--- src/rtl/clkdiv_pkg.sv ---
package clkdiv_pkg;
  localparam int CTRL_W   = 8;
  localparam int CODE_W   = 3;
  localparam int ENA_POS  = 4;
endpackage

--- src/rtl/clkdiv_ctrl_reg.sv ---
module clkdiv_ctrl_reg #(
  parameter int REG_W   = clkdiv_pkg::CTRL_W,
  parameter int CODE_W  = clkdiv_pkg::CODE_W,
  parameter int ENA_POS = clkdiv_pkg::ENA_POS
) (
  input  logic              clk,
  input  logic              rst_n,
  input  logic              reg_sel,
  input  logic              wr_en,
  input  logic [REG_W-1:0]  wr_data,
  output logic [REG_W-1:0]  rd_data,
  output logic              ena_o,
  output logic [CODE_W-1:0] code_o,
  output logic              restart_o
);
  logic              ena_q;
  logic [CODE_W-1:0] code_q;
  logic              wr_hit;
  logic [CODE_W-1:0] new_code;
  logic              new_ena;
  logic              unused_wr_bits;

  assign wr_hit         = reg_sel & wr_en;
  assign new_code       = wr_data[CODE_W-1:0];
  assign new_ena        = wr_data[ENA_POS];
  assign unused_wr_bits = ^wr_data;

  always_ff @(posedge clk or negedge rst_n) begin
    if (!rst_n) begin
      ena_q  <= 1'b0;
      code_q <= '0;
    end else if (wr_hit) begin
      ena_q  <= new_ena;
      code_q <= new_code;
    end
  end

  // Restart the divider on a code change or when the output is being turned off.
  assign restart_o = wr_hit & ((new_code != code_q) | ~new_ena);

  always_comb begin
    rd_data = '0;
    if (reg_sel) begin
      rd_data[ENA_POS]       = ena_q;
      rd_data[CODE_W-1:0]    = code_q;
    end
  end

  assign ena_o  = ena_q;
  assign code_o = code_q;

  assert_wr_store_R3: assert property (@(posedge clk) disable iff (!rst_n)
    wr_hit |=> (ena_q == $past(new_ena)) && (code_q == $past(new_code)));

  assert_unselected_ignored_R4: assert property (@(posedge clk) disable iff (!rst_n)
    !reg_sel |=> $stable(ena_q) && $stable(code_q));
endmodule

--- src/rtl/clkdiv_toggle.sv ---
module clkdiv_toggle #(
  parameter int CODE_W = clkdiv_pkg::CODE_W
) (
  input  logic              clk,
  input  logic              rst_n,
  input  logic              ena,
  input  logic [CODE_W-1:0] code,
  input  logic              clear,
  output logic              out_o
);
  logic [CODE_W-1:0] cnt_q;
  logic [CODE_W-1:0] last_cnt;
  logic              out_q;

  assign last_cnt = code - 1'b1;

  always_ff @(posedge clk or negedge rst_n) begin
    if (!rst_n) begin
      cnt_q <= '0;
      out_q <= 1'b0;
    end else if (clear || !ena || (code == '0)) begin
      cnt_q <= '0;
      out_q <= 1'b0;
    end else if (cnt_q == last_cnt) begin
      cnt_q <= '0;
      out_q <= ~out_q;
    end else begin
      cnt_q <= cnt_q + 1'b1;
    end
  end

  assign out_o = out_q;

  assert_off_low_R5: assert property (@(posedge clk) disable iff (!rst_n)
    !ena |-> !out_q);

  assert_zero_code_low_R8: assert property (@(posedge clk) disable iff (!rst_n)
    (ena && (code == '0)) |-> !out_q);

  assert_rise_on_terminal_R7: assert property (@(posedge clk) disable iff (!rst_n)
    (out_q && !$past(out_q)) |-> ((($past(cnt_q) + 1'b1) == $past(code)) && !$past(clear)));
endmodule

--- src/rtl/clkout_divider.sv ---
module clkout_divider #(
  parameter int REG_W   = clkdiv_pkg::CTRL_W,
  parameter int CODE_W  = clkdiv_pkg::CODE_W,
  parameter int ENA_POS = clkdiv_pkg::ENA_POS
) (
  input  logic             clk,
  input  logic             rst_n,
  input  logic             reg_sel,
  input  logic             wr_en,
  input  logic [REG_W-1:0] wr_data,
  output logic [REG_W-1:0] rd_data,
  output logic             clk_out,
  output logic             clk_out_en
);
  logic              ena_w;
  logic [CODE_W-1:0] code_w;
  logic              restart_w;

  clkdiv_ctrl_reg #(.REG_W(REG_W), .CODE_W(CODE_W), .ENA_POS(ENA_POS)) u_reg (
    .clk       (clk),
    .rst_n     (rst_n),
    .reg_sel   (reg_sel),
    .wr_en     (wr_en),
    .wr_data   (wr_data),
    .rd_data   (rd_data),
    .ena_o     (ena_w),
    .code_o    (code_w),
    .restart_o (restart_w)
  );

  clkdiv_toggle #(.CODE_W(CODE_W)) u_div (
    .clk   (clk),
    .rst_n (rst_n),
    .ena   (ena_w),
    .code  (code_w),
    .clear (restart_w),
    .out_o (clk_out)
  );

  assign clk_out_en = ena_w;

  assert_code_change_restart_R9: assert property (@(posedge clk) disable iff (!rst_n)
    (reg_sel && wr_en && (wr_data[CODE_W-1:0] != code_w)) |=> !clk_out);
endmodule

--- config.mk ---
export PLATFORM = sky130hd
export DESIGN_NAME = clkout_divider
export DESIGN_NICKNAME = d
export VERILOG_FILES = /design/src/rtl/clkdiv_pkg.sv /design/src/rtl/clkdiv_ctrl_reg.sv /design/src/rtl/clkdiv_toggle.sv /design/src/rtl/clkout_divider.sv
export SDC_FILE = /design/constraint.sdc
export NUM_CORES = 1
export LEC_CHECK = 0
export ABC_AREA = 1
export BUFFER_PORTS_ARGS = -buffer_cell sky130_fd_sc_hd__buf_4
export CORE_AREA = 2 2 39 41
export CTS_CLUSTER_SIZE = 30
export DETAILED_ROUTE_END_ITERATION = 16
export DIE_AREA = 0 0 41 43
export PLACE_DENSITY = 0.75
export SYNTH_ARGS = -nofsm -noshare
export SYNTH_HDL_FRONTEND = slang
export SYNTH_HIERARCHICAL = 1
export SYNTH_SLANG_ARGS = --single-unit
--- constraint.sdc ---
create_clock -name clk -period 2.4 [get_ports clk]
set_input_delay 0.12 -clock clk [delete_from_list [all_inputs] [get_ports clk]]
set_output_delay 0.12 -clock clk [all_outputs]
set_load 0.03 [all_outputs]
Word level (Yosys, flattened, before mapping)
Index checks and enable logic that the tools add are counted.
{"block": "op_classes", "n_addsub": 2, "n_eq_ne": 2, "mux": 6, "bitwise_logic": 5, "n_reduce_logical": 5}
{"operator": "2-to-1 mux 3 bit", "n": 3}
{"operator": "adder 3 x 1 -> 3 bit (second input constant)", "n": 1}
{"operator": "== test 3 bit", "n": 1}
{"operator": "zero test 3 bit", "n": 1}
{"operator": "2-to-1 mux 1 bit", "n": 3}
{"operator": "inequality test 3 bit", "n": 1}
{"operator": "subtractor 3 x 1 -> 3 bit (second input constant)", "n": 1}
{"operator": "bitwise AND 1 bit", "n": 2}
{"operator": "logical OR 1 bit", "n": 2}
{"operator": "inverter 1 bit", "n": 2}
{"operator": "nonzero test 2 bit", "n": 1}
{"operator": "zero test 1 bit", "n": 1}
{"operator": "OR 1 bit", "n": 1}
{"block": "word_totals", "reg_bits": 8, "wordCells": 24}

Logic depth before layout (Yosys ltp)
{"block": "depth", "depth_word": 6, "depth_mapped": 10}

By module
Netlist, hierarchy kept.
{"module": "clkdiv_toggle", "n_inst": 1, "cells_per_inst": 47, "area_each_um2": 316.6, "seq_area_each_um2": 100.1}
{"module": "clkdiv_ctrl_reg", "n_inst": 1, "cells_per_inst": 44, "area_each_um2": 292.8, "seq_area_each_um2": 100.1}

Worst setup path after synthesis
OpenSTA, ideal clock, no wires.
{"block": "synth_timing", "kind": "flip-flop to flip-flop", "startpoint": "register u_reg.code_q[0], in the netlist u_reg/code_o[0]", "endpoint": "register u_div.out_q, in the netlist u_div/out_o", "t_arrival_ps": 1187, "t_required_ps": 2283, "slack_ps": 1096, "path_stages_with_launch": 10, "n_path_buf": 0, "period_less_slack_ps": 1304, "cell_sequence": "dfrtp_1 inv_2 ha_1 inv_1 nand2_1 nand2_1 nor2_2 nand3_2 nand3_1 nand2_1"}
{"block": "synth_between", "elab_chain_len": 6}
{"item": "from (decl)", "line": "clkdiv_ctrl_reg.sv:17", "source": "logic [CODE_W-1:0] code_q;"}
{"item": "from (signal assigned)", "line": "clkdiv_ctrl_reg.sv:34", "source": "code_q <= new_code;"}
{"item": "branches (longest 6 deep; another with subtractor 3 x 1 -> 3 bit)"}
{"item": "to (signal assigned)", "line": "clkdiv_toggle.sv:26", "source": "out_q <= ~out_q;"}
{"item": "to (decl)", "line": "clkdiv_toggle.sv:13", "source": "logic out_q;"}
Several ways; the timed one is not identified.
A chain may end at the register's enable or synchronous reset.

Worst setup path in the final report
{"block": "layout_timing", "startpoint": "register u_reg.code_q[0], in the netlist u_reg/code_o[0]", "endpoint": "register u_div.cnt_q[0]"}
{"block": "layout_between", "elab_chain_len": 6}
{"item": "branches (longest 5 deep; another with subtractor 3 x 1 -> 3 bit)"}
{"item": "2-to-1 mux 3 bit *", "line": "clkdiv_toggle.sv:21", "source": "end else if (clear || !ena || (code == '0)) begin"}
{"item": "to (signal assigned)", "line": "clkdiv_toggle.sv:28", "source": "cnt_q <= cnt_q + 1'b1;"}
{"item": "to (decl)", "line": "clkdiv_toggle.sv:11", "source": "logic [CODE_W-1:0] cnt_q;"}
Mark *: on every way between the ends.

==> qor.csv <==
metric,value,unit
outcome,completed,
cts.sinks,8,
area_growth,21.6,%
power.density,568,nW/um^2
finalWirelength,1.09,mm
fin_crit_sh,60.7,%
rsz0062_at_grt,false,
syn_avg_cell_area,6.70,sq um
nets,124,
io_buffers,13,
setup_violations,0,
ys_async_sr_fraction,100,%
cp_max_fo,7,
cp-start-kind,flip-flop,
worstPathRequired,2530,ps
ctsLongestPathBuffers,2,
finalMaxSlewViolations,0,
die_h,43,um
fill_cells,144,
synth_edf_count,0,
synth_cell_types,18,
final_hold_viol_count,0,
post_cts_buffers,0,
dr.pass1.iters,2,
fmax,0.687,GHz
grt_pass1_vias,479,
drive_gt1_share,25.2,%
gp_congestion,0.763,
p_leak,0.448,nW
yosysWarnings,6,
grt_start_max_net_pins,10,
die_area,1760,sq um
cp-end-kind,flip-flop,
root_buffer,clkbuf_4,
clock_latency,250,ps
fin_hold_ws,146,ps
syn_inst,91,
ys.flop_type,dfrtp_1,
diodes,0,
h-tree-depth,1,
maxCapViolations,0,
fin_tns_setup,0,ps
die_w,41,um
clock_skew,6.51,ps
irDropWorstVdd,0.314,mV
ant_nets,0,
path_clk_slew,50,ps
grt_pass1_wl,1.86,mm
drc,0,
ys_seq_area_share,32.9,%
synth_area,609,sq um
antenna_found_initial,0,
path_class,reg -> reg,
drt_iter0_markers,11,
grt_usage,15.3,%
hold_path.class,in -> reg,
num_rows,14,
cts_tree,done,
cts_made_buffers,3,
initial_core_util,44.0,%
post-route-min-period,1460,ps
overflow,0,
crit_arrival,1580,ps
vias,534,
ios,22,
synth-seq-cells,8,
wire_per_inst,8.89,um
place_hpwl,873,um
routed_via_density,4.34,
core-area,1380,sq um
## cell type report
type | count | area (sq um) | share of cell area (%)
Timing Repair Buffer | 14 | 108 | 14.5
Clock buffer | 3 | 22.5 | 3.04
Multi-Input combinational cell | 61 | 312 | 42.1
Inverter | 21 | 78.8 | 10.6
Tap cell | 16 | 20.0 | 2.70
Sequential cell | 8 | 200 | 27.0
## cells by family (layout without fill, tap and decap cells)
family                   after synthesis  after routing  share of synthesized area [%]
XOR/XNOR                               1              1                           1.44
other                                  1              4                          0.615
AND/OR/NAND/NOR                       48             48                           35.7
AO/OA/AOI/OAI                          5              5                           5.34
flip-flops                             8              8                           32.9
adder cells (fa/ha/maj)                3              3                           6.16
buffers and inverters                 25             38                           17.9
## state kept, by name, summed over array words and instances, names as in the netlist
name          flops
u_div/out_o       1
u_div/cnt_q       3
u_reg/ena_o       1
u_reg/code_o      3
## stage by stage
stage	instance area, sq um	setup slack (ps)	utilization, %	cells	power (mW)
3_5_place_dp	708	944	51.2	119	0.322
3_3_place_gp	708	1000	51.2	119	0.316
2_1_floorplan	621	1100	-	94	0.282
5_1_grt	741	787	53.5	123	0.459
6_report	741	944	53.5	123	0.421
4_1_cts	741	937	53.5	123	0.427
## cells in the mapped netlist (2+ instances only)
cell type | number | area share (%)
ha_1 | 3 | 6.2
nand3_1 | 4 | 3.3
nor2_1 | 6 | 3.7
nand2_1 | 32 | 20
inv_2 | 3 | 1.8
nand3_2 | 2 | 3.3
inv_1 | 18 | 11
dfrtp_1 | 8 | 33
buf_4 | 4 | 4.9
o21ai_1 | 3 | 2.5
## critical path: stages (launching register included)
cell and delay [ps]:
dfrtp_1 460, inv_2 90, ha_1 300, inv_1 50
nand2_1 80, nand2_1 70, nor2_2 80, nand3_2 80
nand2_2 80, nor2_1 40
## metal layers
layer	GRT usage (%)	vias to the layer above	share of wire [%]
li1	-	292	-
met5	0	-	0
met1	19.5	234	46
met2	24.1	8	50
met3	6.28	0	3.3
met4	2.00	0	0
## final timing paths
kind                            cells after the start               to            start  slack [ps]
worst max-delay path                                9   u_div/cnt_q[0]  u_reg/code_o[0]         940
worst min-delay path                                3  u_reg/code_o[2]       wr_data[2]         150
worst max register to register                      9   u_div/cnt_q[0]  u_reg/code_o[0]         940
worst min register to register                      1   u_div/cnt_q[0]   u_div/cnt_q[0]         540
max in group asynchronous                           2  u_reg/code_o[1]            rst_n        2040
min in group asynchronous                           2      u_reg/ena_o            rst_n         220
## power breakdown
group	switching (mW)	internal [mW]	total [mW]	leakage [nW]
Combinational	0.0963	0.0575	0.154	0.329
Clock	0.0428	0.0570	0.0998	0.0138
Sequential	0.0189	0.148	0.167	0.105
## repair_timing
item / in CTS / in global routing
endpoints found under the hold margin: 8 / 0
hold buffers: 1 / 0
resized for setup: 0 / 0
## cell usage in the layout (no fill, tap or decap)
cell type / count
nor2_4: 1
xnor2_1: 1
o21ai_2: 1
nand3_2: 2
nor2_1: 6
o21ai_1: 3
nand2_1: 32
inv_2: 3
nand2_4: 1
dlygate4sd3_1: 1
nor2_2: 1
conb_1: 4
ha_1: 3
nand3_1: 4
a21oi_2: 1
dfrtp_1: 8
clkbuf_4: 3
nand2_2: 1
buf_4: 13
inv_1: 18
(Power assumes the default switching activity.)
